**config.mk**
```make
export PLATFORM = sky130hd
export DESIGN_NAME = scsi_rf_front
export DESIGN_NICKNAME = d
export VERILOG_FILES = /design/src/rtl/scsi_rf_pkg.sv /design/src/rtl/scsi_rf_fifo.sv /design/src/rtl/scsi_rf_decode.sv /design/src/rtl/scsi_rf_front.sv
export SDC_FILE = /design/constraint.sdc
export NUM_CORES = 1
export LEC_CHECK = 0
export ABC_AREA = 1
export BUFFER_PORTS_ARGS = -buffer_cell sky130_fd_sc_hd__buf_2
export CORE_MARGIN = 8
export CORE_UTILIZATION = 50
export CTS_CLUSTER_SIZE = 25
export DETAILED_ROUTE_END_ITERATION = 16
export GPL_ROUTABILITY_DRIVEN = 0
export PLACE_DENSITY = 0.71
export RECOVER_POWER = 100
export SLEW_MARGIN = 0
export SYNTH_ARGS = -nofsm -noshare
export SYNTH_HDL_FRONTEND = slang
export SYNTH_SLANG_ARGS = --single-unit
export TNS_END_PERCENT = 100
```
**constraint.sdc**
```tcl
create_clock -name clk -period 2.2 [get_ports clk]
set_input_delay 0.22 -clock clk [delete_from_list [all_inputs] [get_ports clk]]
set_output_delay 0.22 -clock clk [all_outputs]
set_load 0.05 [all_outputs]
```
**src/rtl/scsi_rf_pkg.sv**
```systemverilog
package scsi_rf_pkg;

  typedef enum logic [3:0] {
    OP_NOP     = 4'h0,
    OP_ARB     = 4'h1,
    OP_SEL     = 4'h2,
    OP_CMD     = 4'h3,
    OP_STAT    = 4'h4,
    OP_DOUT    = 4'h5,
    OP_DIN     = 4'h6,
    OP_MOUT    = 4'h7,
    OP_MIN     = 4'h8,
    OP_BFREE   = 4'h9,
    OP_PAR_ON  = 4'hA,
    OP_PAR_OFF = 4'hB,
    OP_RSL_ON  = 4'hC,
    OP_RSL_OFF = 4'hD,
    OP_SRST    = 4'hE,
    OP_FLUSH   = 4'hF
  } op_e;

  localparam logic [3:0] A_CNT_LO = 4'h0;
  localparam logic [3:0] A_CNT_HI = 4'h1;
  localparam logic [3:0] A_FIFO   = 4'h2;
  localparam logic [3:0] A_SEQ    = 4'h3;
  localparam logic [3:0] A_BUS_LO = 4'h4;
  localparam logic [3:0] A_BUS_HI = 4'h5;
  localparam logic [3:0] A_FCOUNT = 4'h6;
  localparam logic [3:0] A_EXC    = 4'h7;
  localparam logic [3:0] A_ERR    = 4'h8;
  localparam logic [3:0] A_MASK   = 4'h9;
  localparam logic [3:0] A_ISTAT  = 4'hA;
  localparam logic [3:0] A_SRC    = 4'hB;
  localparam logic [3:0] A_DST    = 4'hC;
  localparam logic [3:0] A_SYNC   = 4'hD;
  localparam logic [3:0] A_CHIP   = 4'hE;
  localparam logic [3:0] A_SELTO  = 4'hF;

  localparam int IS_DONE  = 0;
  localparam int IS_EXC   = 1;
  localparam int IS_ERR   = 2;
  localparam int EX_SELTO = 0;
  localparam int EX_PHASE = 1;
  localparam int EX_ARB   = 2;
  localparam int ER_OVF   = 0;
  localparam int ER_UDF   = 1;
  localparam int BSY_BIT  = 13;

  typedef struct packed {
    logic       req;
    logic [2:0] exc_clr;
    logic       busfree;
    logic       srst;
    logic       flush;
    logic       par_on;
    logic       par_off;
    logic       rsl_on;
    logic       rsl_off;
    logic       done;
  } dec_t;

  // Data phases treat a zero count as the full 64 KiB window.
  function automatic logic [16:0] phase_len(input op_e op, input logic [15:0] cnt);
    if ((op == OP_DIN || op == OP_DOUT) && cnt == 16'h0000)
      return 17'h10000;
    return {1'b0, cnt};
  endfunction

  function automatic logic irq_level(input logic [2:0] stat, input logic [2:0] mask);
    return |(stat & mask);
  endfunction

endpackage

```
**src/rtl/scsi_rf_fifo.sv**
```systemverilog
module scsi_rf_fifo #(
  parameter int DEPTH = 16,
  parameter int CW    = $clog2(DEPTH + 1)
) (
  input  logic          clk,
  input  logic          rst_n,
  input  logic          flush,
  input  logic          push_req,
  input  logic          pop_req,
  input  logic [7:0]    din,
  output logic [7:0]    dout,
  output logic [CW-1:0] count,
  output logic          empty,
  output logic          push_drop,
  output logic          pop_drop
);
  localparam int AW = (DEPTH > 1) ? $clog2(DEPTH) : 1;

  logic [7:0]    mem [DEPTH];
  logic [AW-1:0] wp, rp;
  logic          full, do_push, do_pop;

  assign full      = (count == CW'(DEPTH));
  assign empty     = (count == '0);
  assign do_push   = push_req && !full;
  assign do_pop    = pop_req && !empty;
  assign push_drop = push_req && full;
  assign pop_drop  = pop_req && empty;
  assign dout      = empty ? 8'h00 : mem[rp];

  always_ff @(posedge clk) begin
    if (do_push && !flush) mem[wp] <= din;
  end

  always_ff @(posedge clk or negedge rst_n) begin
    if (!rst_n) begin
      wp <= '0; rp <= '0; count <= '0;
    end else if (flush) begin
      wp <= '0; rp <= '0; count <= '0;
    end else begin
      if (do_push) wp <= (wp == AW'(DEPTH - 1)) ? '0 : wp + 1'b1;
      if (do_pop)  rp <= (rp == AW'(DEPTH - 1)) ? '0 : rp + 1'b1;
      if (do_push && !do_pop)      count <= count + 1'b1;
      else if (do_pop && !do_push) count <= count - 1'b1;
    end
  end

  p_no_overflow_r3: assert property (@(posedge clk) disable iff (!rst_n)
    count <= CW'(DEPTH));

  p_drop_keeps_count_r3: assert property (@(posedge clk) disable iff (!rst_n)
    (push_req && full && !pop_req && !flush) |=> $stable(count));

  p_empty_pop_keeps_count_r3: assert property (@(posedge clk) disable iff (!rst_n)
    (pop_req && empty && !push_req && !flush) |=> (count == '0));
endmodule

```
**src/rtl/scsi_rf_decode.sv**
```systemverilog
module scsi_rf_decode
  import scsi_rf_pkg::*;
(
  input  op_e  op,
  input  logic fifo_empty,
  output dec_t dec
);
  always_comb begin
    dec = '0;
    case (op)
      OP_ARB:     begin dec.req = 1'b1; dec.exc_clr[EX_ARB] = 1'b1; end
      OP_SEL:     begin dec.req = 1'b1; dec.exc_clr[EX_SELTO] = 1'b1; end
      OP_CMD:     dec.req = !fifo_empty;
      OP_STAT,
      OP_DOUT,
      OP_DIN,
      OP_MOUT,
      OP_MIN:     dec.req = 1'b1;
      OP_BFREE:   dec.busfree = 1'b1;
      OP_PAR_ON:  begin dec.par_on  = 1'b1; dec.done = 1'b1; end
      OP_PAR_OFF: begin dec.par_off = 1'b1; dec.done = 1'b1; end
      OP_RSL_ON:  begin dec.rsl_on  = 1'b1; dec.done = 1'b1; end
      OP_RSL_OFF: begin dec.rsl_off = 1'b1; dec.done = 1'b1; end
      OP_SRST:    begin dec.srst  = 1'b1; dec.done = 1'b1; end
      OP_FLUSH:   begin dec.flush = 1'b1; dec.done = 1'b1; end
      default:    dec = '0;
    endcase
  end
endmodule

```
**src/rtl/scsi_rf_front.sv**
```systemverilog
module scsi_rf_front
  import scsi_rf_pkg::*;
#(
  parameter int         FIFO_DEPTH = 16,
  parameter logic [7:0] CHIP_ID    = 8'h5A
) (
  input  logic        clk,
  input  logic        rst_n,
  input  logic [3:0]  addr,
  input  logic        wr_en,
  input  logic        rd_en,
  input  logic [7:0]  wdata,
  output logic [7:0]  rdata,
  input  logic [15:0] bus_sense,
  input  logic        seq_done,
  input  logic        seq_selto,
  input  logic        seq_arblost,
  output logic        seq_req,
  output logic [3:0]  seq_op,
  output logic [16:0] seq_len,
  output logic        seq_atn,
  output logic        seq_dma,
  output logic        dma_req,
  output logic        ack_release,
  output logic        parity_en,
  output logic        resel_en,
  output logic        irq
);
  localparam int FCW = $clog2(FIFO_DEPTH + 1);

  // Architectural registers
  logic [15:0] cnt_q;
  logic [7:0]  cmd_q, sync_q, selto_q;
  logic [2:0]  exc_q, mask_q, int_stat, src_q, dst_q;
  logic [1:0]  err_q;

  // Named internal events
  op_e            op;
  dec_t           dec;
  logic           cmd_wr, srst_ev, flush_ev, bsy;
  logic           ev_busfree_mm, ev_busfree_ok;
  logic           fifo_push, fifo_pop, push_drop, pop_drop, fifo_empty;
  logic [7:0]     fifo_dout;
  logic [FCW-1:0] fifo_cnt;
  logic [2:0]     stat_nxt, exc_nxt;
  logic [1:0]     err_nxt;

  assign op            = op_e'(wdata[3:0]);
  assign cmd_wr        = wr_en && (addr == A_SEQ);
  assign srst_ev       = cmd_wr && dec.srst;
  assign flush_ev      = cmd_wr && (dec.flush || dec.srst);
  assign bsy           = bus_sense[BSY_BIT];
  assign ev_busfree_mm = cmd_wr && dec.busfree && bsy;
  assign ev_busfree_ok = cmd_wr && dec.busfree && !bsy;
  assign fifo_push     = wr_en && (addr == A_FIFO);
  assign fifo_pop      = rd_en && (addr == A_FIFO);

  scsi_rf_decode u_dec (
    .op         (op),
    .fifo_empty (fifo_empty),
    .dec        (dec)
  );

  scsi_rf_fifo #(.DEPTH(FIFO_DEPTH), .CW(FCW)) u_fifo (
    .clk       (clk),
    .rst_n     (rst_n),
    .flush     (flush_ev),
    .push_req  (fifo_push),
    .pop_req   (fifo_pop),
    .din       (wdata),
    .dout      (fifo_dout),
    .count     (fifo_cnt),
    .empty     (fifo_empty),
    .push_drop (push_drop),
    .pop_drop  (pop_drop)
  );

  // Interrupt status: command clear first, then sets, then host W1C
  always_comb begin
    stat_nxt = int_stat;
    if (cmd_wr) stat_nxt[IS_DONE] = 1'b0;
    if (cmd_wr && (dec.done || ev_busfree_ok)) stat_nxt[IS_DONE] = 1'b1;
    if (seq_done) stat_nxt[IS_DONE] = 1'b1;
    if (ev_busfree_mm || seq_selto || seq_arblost) stat_nxt[IS_EXC] = 1'b1;
    if (push_drop || pop_drop) stat_nxt[IS_ERR] = 1'b1;
    if (wr_en && addr == A_ISTAT) stat_nxt = stat_nxt & ~wdata[2:0];
  end

  always_comb begin
    exc_nxt = exc_q;
    if (cmd_wr) exc_nxt = exc_nxt & ~dec.exc_clr;
    if (srst_ev) exc_nxt = '0;
    if (ev_busfree_mm) exc_nxt[EX_PHASE] = 1'b1;
    if (seq_selto)     exc_nxt[EX_SELTO] = 1'b1;
    if (seq_arblost)   exc_nxt[EX_ARB]   = 1'b1;
  end

  always_comb begin
    err_nxt = srst_ev ? 2'b00 : err_q;
    if (push_drop) err_nxt[ER_OVF] = 1'b1;
    if (pop_drop)  err_nxt[ER_UDF] = 1'b1;
  end

  always_ff @(posedge clk or negedge rst_n) begin
    if (!rst_n) begin
      int_stat <= '0;
      exc_q    <= '0;
      err_q    <= '0;
    end else begin
      int_stat <= stat_nxt;
      exc_q    <= exc_nxt;
      err_q    <= err_nxt;
    end
  end

  // Host-writable configuration
  always_ff @(posedge clk or negedge rst_n) begin
    if (!rst_n) begin
      cnt_q   <= '0;
      cmd_q   <= '0;
      mask_q  <= '0;
      src_q   <= 3'd7;
      dst_q   <= '0;
      sync_q  <= 8'h02;
      selto_q <= '0;
    end else if (srst_ev) begin
      cnt_q  <= '0;
      cmd_q  <= '0;
      mask_q <= '0;
      src_q  <= 3'd7;
    end else if (wr_en) begin
      case (addr)
        A_CNT_LO: cnt_q[7:0]  <= wdata;
        A_CNT_HI: cnt_q[15:8] <= wdata;
        A_SEQ:    cmd_q       <= wdata;
        A_MASK:   mask_q      <= wdata[2:0];
        A_SRC:    src_q       <= wdata[2:0];
        A_DST:    dst_q       <= wdata[2:0];
        A_SYNC:   sync_q      <= wdata;
        A_SELTO:  selto_q     <= wdata;
        default:  ;
      endcase
    end
  end

  always_ff @(posedge clk or negedge rst_n) begin
    if (!rst_n) begin
      parity_en <= 1'b0;
      resel_en  <= 1'b0;
    end else if (cmd_wr) begin
      if (dec.par_on)  parity_en <= 1'b1;
      if (dec.par_off) parity_en <= 1'b0;
      if (dec.rsl_on)  resel_en  <= 1'b1;
      if (dec.rsl_off) resel_en  <= 1'b0;
    end
  end

  // Sequencer request stage
  always_ff @(posedge clk or negedge rst_n) begin
    if (!rst_n) begin
      seq_req     <= 1'b0;
      seq_op      <= '0;
      seq_len     <= '0;
      seq_atn     <= 1'b0;
      seq_dma     <= 1'b0;
      dma_req     <= 1'b0;
      ack_release <= 1'b0;
    end else begin
      seq_req     <= cmd_wr && dec.req;
      dma_req     <= cmd_wr && dec.req && wdata[7] && (op == OP_DIN || op == OP_DOUT);
      ack_release <= cmd_wr && dec.busfree;
      if (cmd_wr && dec.req) begin
        seq_op  <= op;
        seq_len <= phase_len(op, cnt_q);
        seq_atn <= wdata[5] && (op == OP_SEL);
        seq_dma <= wdata[7];
      end
    end
  end

  assign irq = irq_level(int_stat, mask_q);

  always_comb begin
    case (addr)
      A_CNT_LO: rdata = cnt_q[7:0];
      A_CNT_HI: rdata = cnt_q[15:8];
      A_FIFO:   rdata = fifo_dout;
      A_SEQ:    rdata = cmd_q;
      A_BUS_LO: rdata = bus_sense[7:0];
      A_BUS_HI: rdata = bus_sense[15:8];
      A_FCOUNT: rdata = 8'(fifo_cnt);
      A_EXC:    rdata = {5'b0, exc_q};
      A_ERR:    rdata = {6'b0, err_q};
      A_MASK:   rdata = {5'b0, mask_q};
      A_ISTAT:  rdata = {5'b0, int_stat};
      A_SRC:    rdata = {5'b0, src_q};
      A_DST:    rdata = {5'b0, dst_q};
      A_SYNC:   rdata = sync_q;
      A_CHIP:   rdata = CHIP_ID;
      default:  rdata = selto_q;
    endcase
  end

  // Assertions
  p_cmd_clears_done_r4: assert property (@(posedge clk) disable iff (!rst_n)
    (cmd_wr && !dec.done && !dec.busfree && !seq_done) |=> !int_stat[IS_DONE]);

  p_req_one_cycle_r4: assert property (@(posedge clk) disable iff (!rst_n)
    (seq_req && !cmd_wr) |=> !seq_req);

  p_len_zero_r5: assert property (@(posedge clk) disable iff (!rst_n)
    (cmd_wr && (op == OP_DIN || op == OP_DOUT) && cnt_q == 16'h0)
      |=> (seq_req && seq_len == 17'h10000));

  p_busfree_mm_r7: assert property (@(posedge clk) disable iff (!rst_n)
    ev_busfree_mm |=> (exc_q[EX_PHASE] && int_stat[IS_EXC] && ack_release && !seq_req));

  p_srst_r8: assert property (@(posedge clk) disable iff (!rst_n)
    srst_ev |=> (src_q == 3'd7 && cnt_q == 16'h0 && mask_q == 3'b0 &&
                 fifo_cnt == '0 && cmd_q == 8'h0 && int_stat[IS_DONE]));

  p_flush_r9: assert property (@(posedge clk) disable iff (!rst_n)
    (cmd_wr && dec.flush) |=> (fifo_cnt == '0 && int_stat[IS_DONE]));

  p_masked_quiet_r10: assert property (@(posedge clk) disable iff (!rst_n)
    (mask_q == 3'b0) |-> !irq);

  p_cmd_empty_no_req_r12: assert property (@(posedge clk) disable iff (!rst_n)
    (cmd_wr && op == OP_CMD && fifo_empty) |=> !seq_req);
endmodule

```
# Yosys cells after proc, flatten, opt, wreduce, memory -nomap -nowiden
# Memories as Yosys holds them, arrays and structs flattened.
# Cells that the tools add are included.
# totals
mem_count	1
ram_bits	128
inputBits	35
ff_bits	98
# op_classes
addsub	4
reduce_logical	66
n_mux	59
bitwise_logic	6
n_eq_ne	33
# memory_table
memory	depth	width	read_ports	rd_ports_with_merged_regs	write_ports	line	rtl
u_fifo.mem	16	8	1	0	1	scsi_rf_fifo.sv:19	logic [7:0] mem [DEPTH];
# ops
operator	count
$pmux W8 S15	1
$eq A4 B4 Y1 const B	18
$mux W8	6
$mux W17	2
$eq A4 B3 Y1 const B	8
$mux W16	2
$mux W1	28
$mux W3	9
$mux W4	6
$reduce_bool A2 Y1	12
$logic_and A1 B1 Y1	22
$eq A4 B2 Y1 const B	4
$logic_not A16 Y1	1
$mux W5	3
$reduce_and A2 Y1	7
$reduce_bool A3 Y1	4
$and A3 B3 Y3	3
$reduce_and A3 Y1	3
$add A4 B1 Y4 const B	2
$eq A4 B1 Y1 const B	2
$reduce_or A7 Y1	1
$logic_not A1 Y1	6
$logic_or A1 B1 Y1	6
$not A3 Y3	2
10 further kinds	10

# Longest topological paths before layout
# logic_depth
word_depth	10
depth_mapped	14
ltp_nobuf	14

# By module
# A second synthesis with hierarchy kept.
# unflattened
hier_cells	1113
hier_area_um2	10385.0
# modules_own_cells
module	cells_per_inst	area_each_um2	n_inst	seq_area_each_um2
scsi_rf_fifo	542	6118.4	1	4169.0
scsi_rf_front	540	4139.0	1	2132.0
scsi_rf_decode	31	127.6	1	0.0

# Least setup slack after synthesis
# Ideal clock, no wire load.
# synth_path
path_kind	register to output
from	register u_fifo.rp[0]
to	output rdata[5]
slack_ns	-0.058
n_path_buf	2
required_ns	1.980
stages_incl_launch_ff	12
t_arrival_ns	2.038
cell_sequence	dfrtp_1 -> buf_2 -> inv_2 -> clkbuf_1 -> nand2_1 -> nand2_1 -> nand2_1 -> nand2_1 -> nand2_1 -> nand3_1 -> nand3_1 -> a21oi_1
# synth_via
elab_chain_len	3
# synth_lines
item	line	rtl
start: declaration	scsi_rf_fifo.sv:20	logic [AW-1:0] wp, rp;
start signal: assignment	scsi_rf_fifo.sv:42	if (do_pop) rp <= (rp == AW'(DEPTH - 1)) ? '0 : rp + 1'b1;
$mem_v2 Z16 W8	-	
$mux W8	scsi_rf_fifo.sv:29	assign dout = empty ? 8'h00 : mem[rp];
$pmux W8 S15	scsi_rf_front.sv:184	case (addr)
end: declaration	scsi_rf_front.sv:13	output logic [7:0] rdata,
# Every way passes these cells.

# Final worst setup path
# Same ends and word-level chain as after synthesis.

==> impl_metrics.py <==
metrics = {
    "clocking": {
        "cts_buffers": 23,
        "cts_max_level": 1,
        "ctsLongestPathBuffers": 3,
        "cts_tree": "yes",
        "clkSinkCount": 226,
        "cts_root_buffer": "clkbuf_16",
        "clk_latency_ns": 0.52,
        "path_clk_slew_ns": 0.06,
    },
    "logic_synthesis": {
        "synth_area_sq_mm": 0.0105,
        "ys_types": 39,
        "yosysWarnings": 0,
        "yosysSeqAreaShare": 0.599,
        "synthTopCellsByArea": "edfxtp_1 (37%), dfrtp_1 (22%), nand2_1 (14%)",
        "synthMuxAreaShare": 0,
        "synth-xor-area-share": 0.00333,
        "synth_top_area_frac": 0.366,
        "synth_edf_count": 128,
        "synth_nets": 1226,
        "syn_inst": 1181,
        "synth_simple_gate_area_frac": 0.253,
        "synth_ff_type": "edfxtp_1",
        "yosysTopAreaCell": "edfxtp_1",
        "syn_avg_cell_area_sq_um": 8.90,
        "synth-compound-area-share": 0.0612,
        "yosys-top-cells-count": "nand2_1 (393), inv_1 (144), edfxtp_1 (128), nand3_1 (105), dfrtp_1 (94)",
        "synth.most_common_cell": "nand2_1",
        "async_flop_share": 0.434,
        "synth_seq_cells": 226,
        "synth-adder-area-share": 0.0126,
        "synth_top_family_by_area": "simple AND/OR/NAND/NOR gates",
    },
    "pwr": {
        "p_comb_frac": 0.393,
        "clockPowerShare": 0.253,
        "ir_worst_vdd_v": 0.000747,
        "total_power_uw": 15000,
        "p_leak_uw": 0.00605,
        "power_frac_seq": 0.354,
        "net-switching-power_uw": 5560,
        "power_density_mw_per_mm2": 1130,
        "p_int_uw": 9410,
        "swShare": 0.372,
    },
    "route": {
        "drt_iter0_drc": 726,
        "drtAntennaViolNets": 0,
        "vias": 8810,
        "wirelength_um": 29600,
        "firstDrtPassIters": 5,
        "via_per_inst": 5.39,
        "wl_per_cell_um": 18.1,
        "drc": 0,
    },
    "sta": {
        "worst_pin_slew_ns": 1.73,
        "min_period_over_period": 1.15,
        "rsz0062_at_grt": "true",
        "max_slew_margin": -0.151,
        "min_period_ns": 2.53,
        "finalSetupViolations": 40,
        "setup_tns_ns": -3.75,
        "layout_setup_ws_ns": -0.334,
        "hold_viol": 0,
        "fin_skew_ns": 0.0132,
        "max_freq_mhz": 395,
        "drv_slew": 33,
    },
    "placement": {
        "dp_hpwl_um": 18600,
        "io_buffer_count": 71,
        "dp_cells": 1557,
        "dp_slack_ns": -0.0118,
    },
    "global_routing": {
        "overflow": 0,
        "grt_pass1_vias": 8389,
        "grt_first_pass_wirelength_um": 44100,
        "grt_start_max_net_pins": 46,
        "track_usage": 0.212,
        "grt_antenna_before_repair": 0,
    },
    "critical_path": {
        "critical_path_class": "register to output pin",
        "r2r_slack_ns": 0.01,
        "startpoint_type": "register",
        "crit_path_end_kind": "output pin",
        "critPathMaxFanout": 7,
        "worstReg2RegEnd": "u_fifo.count[3]",
        "cp.arrival_ns": 2.31,
        "required_ns": 1.98,
        "r2r-start": "u_fifo.count[1]",
        "r2r_cells": 14,
    },
    "worst_hold_path": {
        "hp-class": "input pin to register",
        "min-delay-start": "seq_done",
        "holdPathEnd": "int_stat[0]",
        "holdPathStages": 3,
    },
    "floorplan": {
        "num_io_pins": 72,
        "rows": 53,
        "die_h_um": 161,
        "core_area_sq_mm": 0.0208,
        "die_area_sq_mm": 0.0259,
        "die_w_um": 161,
        "start_util": 0.505,
    },
    "run_status": {
        "status": "finished, violations left",
        "violations": "capacitance limit, slew limit, setup timing",
    },
    "cells_and_area": {
        "stdcell_count": 1633,
        "n_antenna_cell": 0,
        "nNetsFinal": 1386,
        "drive_gt1_frac": 0.225,
        "post-route-util": 0.638,
        "area_growth_pct": 26.4,
    },
    "flow_run": {
        "maxCapViolCount": 1,
    },
}
## sequential cells by signal, indices dropped and copies added, names as in the netlist, 2 cells and up
name / cells
selto_q: 8
src_q: 3
err_q: 2
u_fifo.rp: 4
seq_op: 4
seq_len: 17
exc_q: 3
u_fifo.count: 5
cmd_q: 8
sync_q: 8
dst_q: 3
u_fifo.mem: 128
int_stat: 3
cnt_q: 16
mask_q: 3
u_fifo.wp: 4
## layout by cell type, fill, tap and decap left out, types with 4 or more instances in the layout
cell / instances
buf_16: 4
clkinv_1: 5
nand2_2: 36
clkbuf_1: 50
dfrtp_1: 91
nand3_1: 52
buf_4: 69
buf_2: 24
dfstp_2: 4
nor2_1: 81
or2_2: 8
nor2_2: 6
nand3_4: 5
o21ai_1: 27
a21oi_1: 14
nand4_1: 10
nor3_1: 17
a21oi_4: 4
clkinv_2: 8
clkbuf_16: 28
nand2_4: 10
nand2_1: 350
buf_6: 10
a21oi_2: 6
ha_1: 7
nand3_2: 50
inv_1: 144
edfxtp_1: 128
o21ai_0: 60
## worst max path at each step
| stage | from | endpoint | cells past startpoint |
|---|---|---|---|
| final | u_fifo.rp[0] | rdata[5] | 11 |
| after global routing | u_fifo.rp[0] | rdata[5] | 11 |
| after CTS | u_fifo.rp[0] | rdata[3] | 10 |
| after detailed placement | addr[0] | u_fifo.count[4] | 14 |
| after global placement | addr[0] | u_fifo.count[4] | 14 |
| after floorplan | u_fifo.count[1] | u_fifo.count[4] | 13 |
## routing by layer
layer  vias to the layer above  global-route usage  part of all wire
li1                       4142                   -                 -
met1                      4201               0.282              0.41
met2                       386               0.343              0.47
met3                        81              0.0364             0.078
met4                         0              0.0816             0.040
met5                         -                   0                 0
## critical path: stages (launching register included)
cell	delay, ns
dfrtp_2	0.44
buf_6	0.15
buf_12	0.15
clkbuf_16	0.16
nand2_1	0.08
nand3_1	0.09
nand2_1	0.09
nand2_1	0.05
nand3_1	0.10
nand3_2	0.12
a21oi_2	0.19
buf_6	0.17
## layout make-up
type	instances	area (sq um)
fillers	1666	7530
flip-flops and latches	226	6300
multi-input cells	765	4000
repair buffers	173	1310
clock buffers	27	621
inverters	151	579
well taps	275	344
clock inverters	15	110
repair inverters	1	16.3
## what timing repair did
item / 4_1_cts / 5_1_grt
endpoints found under the setup margin: 8 / 11
setup buffers: 4 / 16
hold endpoints to repair: 32 / 0
hold buffers: 3 / 0
resized for setup: 34 / 129
cloned: 4 / 7
pin swaps: 2 / 82
## logic make-up after synthesis
family,count (synthesis)
buf+inv,190
fa+ha+maj,10
flops,226
compound gates,121
xor+xnor,4
simple gates,630
## power groups by stage
stage	clock [uW]	sequential (uW)	combinational, uW
after floorplan	0	5530	2490
after global placement	0	5330	3970
after detailed placement	0	5340	4040
after CTS	3830	5290	4580
after global routing	3970	5360	6340
final	3790	5310	5880
## metrics by stage
step | area [sq um] | hold WS, ns
global route | 13300 | 0.0287
detailed placement | 11600 | 0.186
global placement | 11600 | 0.183
finish | 13300 | 0.0239
floorplan | 10500 | -0.0756
CTS | 12600 | 0.0173
Power figures use the tool's default switching activity.
